===== src/rtl/dac_trim_sequencer.sv =====
module dac_trim_sequencer #(
  parameter int NCH    = 16,
  parameter int CODE_W = 14,
  parameter int ADC_W  = 18,
  parameter int IVL_W  = 16,
  parameter int CHW    = $clog2(NCH)
) (
  input  logic                    clk,
  input  logic                    rst_n,
  input  logic                    start,
  input  logic                    periodic,
  input  logic [IVL_W-1:0]        interval,
  output logic [CHW-1:0]          ch_sel,
  output logic                    wr_en,
  output logic [1:0]              wr_kind,
  output logic [CODE_W-1:0]       wr_data,
  output logic                    adc_req,
  input  logic                    adc_valid,
  input  logic signed [ADC_W-1:0] adc_data,
  output logic                    done
);
  localparam int SW = ADC_W + 3;
  localparam logic [CODE_W-1:0] FULL  = {CODE_W{1'b1}};
  localparam logic [CODE_W-1:0] C_DEF = {1'b1, {(CODE_W-1){1'b0}}};
  localparam logic [CODE_W-1:0] M_DEF = FULL - 1'b1;
  localparam logic signed [SW-1:0] FULL_S = SW'(FULL);
  localparam logic signed [SW-1:0] C_S    = SW'(C_DEF);
  localparam logic signed [SW-1:0] M_S    = SW'(M_DEF);
  localparam logic [CHW-1:0] LAST_CH = CHW'(NCH - 1);

  typedef enum logic [3:0] {
    IDLE, LD_C, LD_M, SET_LO, REQ_LO, WAIT_LO, PUT_C,
    SET_HI, REQ_HI, WAIT_HI, PUT_M, DONE
  } state_t;

  state_t state, nxt;
  logic [CODE_W-1:0] trim;
  logic [IVL_W-1:0]  cnt;
  logic signed [SW-1:0] dev, raw;
  logic hi, expire, go;

  assign hi  = (state == WAIT_HI);
  assign dev = {{3{adc_data[ADC_W-1]}}, adc_data} - (hi ? FULL_S : '0);
  assign raw = (hi ? M_S : C_S) - dev;
  assign expire = ({1'b0, cnt} + 1'b1) >= {1'b0, interval};
  assign go = start || (periodic && expire);

  always_comb begin
    nxt = state;
    case (state)
      IDLE:    if (start) nxt = LD_C;
      LD_C:    nxt = LD_M;
      LD_M:    nxt = SET_LO;
      SET_LO:  nxt = REQ_LO;
      REQ_LO:  nxt = WAIT_LO;
      WAIT_LO: if (adc_valid) nxt = PUT_C;
      PUT_C:   nxt = SET_HI;
      SET_HI:  nxt = REQ_HI;
      REQ_HI:  nxt = WAIT_HI;
      WAIT_HI: if (adc_valid) nxt = PUT_M;
      PUT_M:   nxt = (ch_sel == LAST_CH) ? DONE : LD_C;
      DONE:    if (go) nxt = LD_C;
      default: nxt = IDLE;
    endcase
  end

  always_ff @(posedge clk or negedge rst_n) begin
    if (!rst_n) begin
      state  <= IDLE;
      ch_sel <= '0;
      trim   <= '0;
      cnt    <= '0;
    end else begin
      state <= nxt;
      if ((state == WAIT_LO || state == WAIT_HI) && adc_valid) begin
        if (raw < 0)           trim <= '0;
        else if (raw > FULL_S) trim <= FULL;
        else                   trim <= raw[CODE_W-1:0];
      end
      if (state == PUT_M && ch_sel != LAST_CH) ch_sel <= ch_sel + 1'b1;
      if ((state == IDLE && start) || (state == DONE && go)) ch_sel <= '0;
      if (state == DONE) cnt <= cnt + 1'b1;
      else               cnt <= '0;
    end
  end

  assign wr_en = (state == LD_C) || (state == LD_M) || (state == SET_LO) ||
                 (state == PUT_C) || (state == SET_HI) || (state == PUT_M);
  assign wr_kind = (state == LD_C || state == PUT_C) ? 2'd1 :
                   (state == LD_M || state == PUT_M) ? 2'd2 : 2'd0;
  always_comb begin
    case (state)
      LD_C:    wr_data = C_DEF;
      LD_M:    wr_data = M_DEF;
      SET_HI:  wr_data = FULL;
      PUT_C,
      PUT_M:   wr_data = trim;
      default: wr_data = '0;
    endcase
  end
  assign adc_req = (state == REQ_LO) || (state == REQ_HI);
  assign done    = (state == DONE);

  assert_req_single_R3: assert property (@(posedge clk) disable iff (!rst_n)
    adc_req |=> !adc_req);
  assert_low_code_first_R3: assert property (@(posedge clk) disable iff (!rst_n)
    (state == REQ_LO) |-> $past(wr_en && wr_kind == 2'd0 && wr_data == '0));
  assert_trim_follows_valid_R4: assert property (@(posedge clk) disable iff (!rst_n)
    (state == WAIT_LO && adc_valid) |=> (wr_en && wr_kind == 2'd1));
  assert_gain_after_offset_R5: assert property (@(posedge clk) disable iff (!rst_n)
    (state == SET_HI) |-> $past(wr_en && wr_kind == 2'd1));
  assert_ch_held_R8: assert property (@(posedge clk) disable iff (!rst_n)
    (state != IDLE && state != DONE && state != LD_C) |-> $stable(ch_sel));
  assert_done_quiet_R9: assert property (@(posedge clk) disable iff (!rst_n)
    done |-> (!wr_en && !adc_req));
endmodule


===== config.mk =====
export PLATFORM = sky130hd
export DESIGN_NAME = dac_trim_sequencer
export DESIGN_NICKNAME = d
export VERILOG_FILES = /design/src/rtl/dac_trim_sequencer.sv
export SDC_FILE = /design/constraint.sdc
export NUM_CORES = 1
export LEC_CHECK = 0
export ABC_AREA = 1
export BUFFER_PORTS_ARGS = -buffer_cell sky130_fd_sc_hd__buf_2
export CAP_MARGIN = 20
export CORE_UTILIZATION = 55
export CTS_CLUSTER_SIZE = 8
export DETAILED_ROUTE_END_ITERATION = 10
export HOLD_SLACK_MARGIN = 0.1
export PLACE_DENSITY = 0.86
export SLEW_MARGIN = 20
export SYNTH_ARGS = -nofsm -noshare
export SYNTH_HDL_FRONTEND = slang
export SYNTH_SLANG_ARGS = --single-unit
export TNS_END_PERCENT = 100

===== constraint.sdc =====
create_clock -name clk -period 3.47 [get_ports clk]
set_input_delay 0.8675 -clock clk [delete_from_list [all_inputs] [get_ports clk]]
set_output_delay 0.8675 -clock clk [all_outputs]
set_load 0.05 [all_outputs]

==> results.md <==
- Nets: 699
- FF-to-FF path depth: 21
- Die height: 82.6 um
- Hold_sp: trim[4]
- Most frequent cells in the layout: 184 x nand2_1, 96 x inv_1, 61 x buf_2, 53 x nor2_1, 38 x dfrtp_1
- Fin crit period: 3.20 ns
- Most common cell after layout, fill and taps aside: nand2_1
- CP endpoint kind: register
- Routed wire length: 8440 um
- Row cnt: 28
- Fraction of registers with async set/reset: 100%
- Worst slew margin: 47.4%
- Routed vias: 3648
- Reg-to-reg endpoint: ch_sel[1]
- FMAX: roughly 310 MHz
- Synth Warn #: 0
- CTS Root Cell: clkbuf_8
- Crit path launch: cnt[0]
- Global route overflow: 0
- Max-slew violations: 0
- Area grow syn2layout: 17.2%
- First-pass GRT wire length: 14300 um
- Ports: 62
- Port bufs: 61
- Clock Skews: approximately 0.0053 ns
- Ant diodes: 0
- Final hold violation count: 0
- Top FF cell, synth: dfrtp_1
- Final period util: 92.2%
- CP cell instances: buf_4 > ha_1 > nand3_1 > nor2_2 > inv_1 > nor2_2 > nand4_1 > nor2_2 > xor2_1 > inv_1 > ha_1 > a21oi_1 > o21ai_0 > nand4_1 > nand2_1 > nor2_1 > nand3_2 > nand2_2 > nand2_1 > o21ai_1 > and2_1
- CTS tree: yes
- Avg Cell Area, Syn: 6.31 sq um
- Die area: 0.00682 sq mm
- Worst slew pin tran: between 0.7 and 0.8 ns
- Starting DRC count in detailed routing: 173
- Sequential share of the synthesized area: between 20% and 30%
- Syn Inst Count: 566
- Tightest Hold Check Type: register to register
- Total Routing Usage GR: 26.9%
- Post-DRT Antenna Nets: 0
- Design area: 0.00419 sq mm
- First drt pass iteration count: 5
- Crit path kind: register to register
- Vias in the first global route: 3478
- Worst-path clk slew: approximately 0.070 ns
- Status: finished clean
- Setup crit end: ch_sel[1]
- Slowest stage delay, CP: 0.41 ns
- PwrDens: between 500 and 600 mW/mm^2
- Dpl cells: between 600 and 700
- Die Wd: 82.6 um
- WL/cell: 11.9 um
- Vias per inst: about 5.1
- Setup TNS: 0 ns
- Initial Util: 58.6%
- Largest net degree at the start of global routing: 39
- Crit Reg-Reg Startpoint: cnt[0]
- Synthesized flop and latch total: 38
- Worst-path fanout max: 4
- Routability cong.: between 0.8 and 0.9
- Max Cap Viol: 0
- CTS Sinks: 38
- Num CTS Buffers: 5
- Share of cells above drive strength 1: between 10% and 20%
- Worst VDD drop: between 0.4 and 0.5 mV
- Unique masters post-synth: 37
- Worst path slowest cell: dfrtp_1
- FF-to-FF setup slack: 0.27 ns
- Core region area: 0.00610 sq mm
- Worst-Skew Late Latency: 0.29 ns
- Worst EP required: 3.70 ns
- Most used cell, CP: nor2_2
- H-tree depth: 2
- Crit start category: register
- Post-DP HPWL: 6860 um
- Final setup fails: 0
- Fin cells: 710
- Initial antenna violation count: 0
- Leakage: 2.47 nW
- Worst Path Arrival: 3.43 ns
- Post-route DRC: 0
- Post-synth EDFFs: 0
- Syn nets: 631
- Cell Area, Synth: approximately 0.0036 sq mm
- CTS Buffer Depth: 2
- Dpl cell area: slightly below 0.004 sq mm
- Hold-fix buffers, CTS: 0
## stage by stage
stage               hold slack (ns)  power, mW  util (%)  worst slack (ns)
floorplan                     0.449       1.71         -             0.378
global placement              0.462       2.01      64.8             0.221
detailed placement            0.465       2.03      64.8            0.0104
CTS                           0.485       2.48      67.1           0.00579
global route                  0.502       2.64      68.7          -0.00444
finish                        0.482       2.48      68.7             0.270
## area by class of cell
class | count | area [sq um]
Fill cell | 549 | 1910
Sequential cell | 38 | 951
Multi-Input combinational cell | 417 | 2260
Clock buffer | 5 | 68.8
Clock inverter | 3 | 68.8
Tap cell | 75 | 93.8
Inverter | 104 | 390
Timing Repair Buffer | 68 | 358
## logic make-up (layout without fill, tap and decap cells)
group | count (synthesis) | after routing | synth area share [%]
buffers and inverters | 111 | 180 | 12.1
muxes | 1 | 1 | 0.315
xor gates and xnor gates | 24 | 24 | 5.88
DFF | 38 | 38 | 26.6
and+or+nand+nor | 318 | 318 | 38.3
adders and majority gates | 26 | 26 | 9.11
AOI/OAI and AO/OA | 48 | 48 | 7.64
## per-layer routing
| metal | global-route usage [%] | part of all wire, % |
|---|---|---|
| met4 | 9.14 | 1.3 |
| met2 | 49.7 | 50 |
| met3 | 2.75 | 3.9 |
| met5 | 0 | 0 |
| met1 | 32.4 | 44 |
## repair_timing
item,4_1_cts,5_1_grt
gates resized for setup,0,18
buffers inserted,0,4
endpoints found under the setup margin,0,7
## worst min path at each step
stage                          end  cells past startpoint
after floorplan           trim[10]                      2
after global placement     trim[2]                      2
after detailed placement   trim[2]                      2
after CTS                  trim[4]                      2
after global routing       trim[2]                      2
final                      trim[4]                      2
## synth_stat cells (2+ instances only)
cell type,instances,area (sq um)
a21oi_1,17,85.1
a31oi_1,5,31.3
and2_1,2,12.5
buf_6,2,22.5
clkbuf_1,4,15.0
dfrtp_1,38,951
ha_1,26,325
inv_1,98,368
inv_2,5,18.8
nand2_1,185,694
nand2_2,9,56.3
nand3_1,25,125
nand3b_1,3,22.5
nand4_1,11,68.8
nor2_1,58,218
nor2_2,4,25.0
nor2_4,4,45.0
nor2b_1,2,12.5
nor3_1,9,45.0
nor3b_1,2,15.0
nor4_1,3,18.8
o21ai_0,13,65.1
o21ai_1,3,15.0
o21bai_1,3,22.5
xnor2_1,7,61.3
xor2_1,17,149
## power by group
group          switching (mW)  internal, mW
Clock                   0.157         0.288
Combinational            1.05         0.347
Sequential             0.0893         0.548
## registers in the layout, summed over array words and instances (netlist names)
signal / flops
ch_sel: 4
cnt: 16
state: 4
trim: 14
## critical path: cells and delay by family, from the launching register on
kind / cells / cell delay (ns)
AO/OA/AOI/OAI: 3 / 0.39
XOR/XNOR: 1 / 0.23
adder cells (fa/ha/maj): 2 / 0.49
buffers and inverters: 3 / 0.27
flip-flops: 1 / 0.41
AND/OR/NAND/NOR: 12 / 1.35
Power figures use the tool's default switching activity.
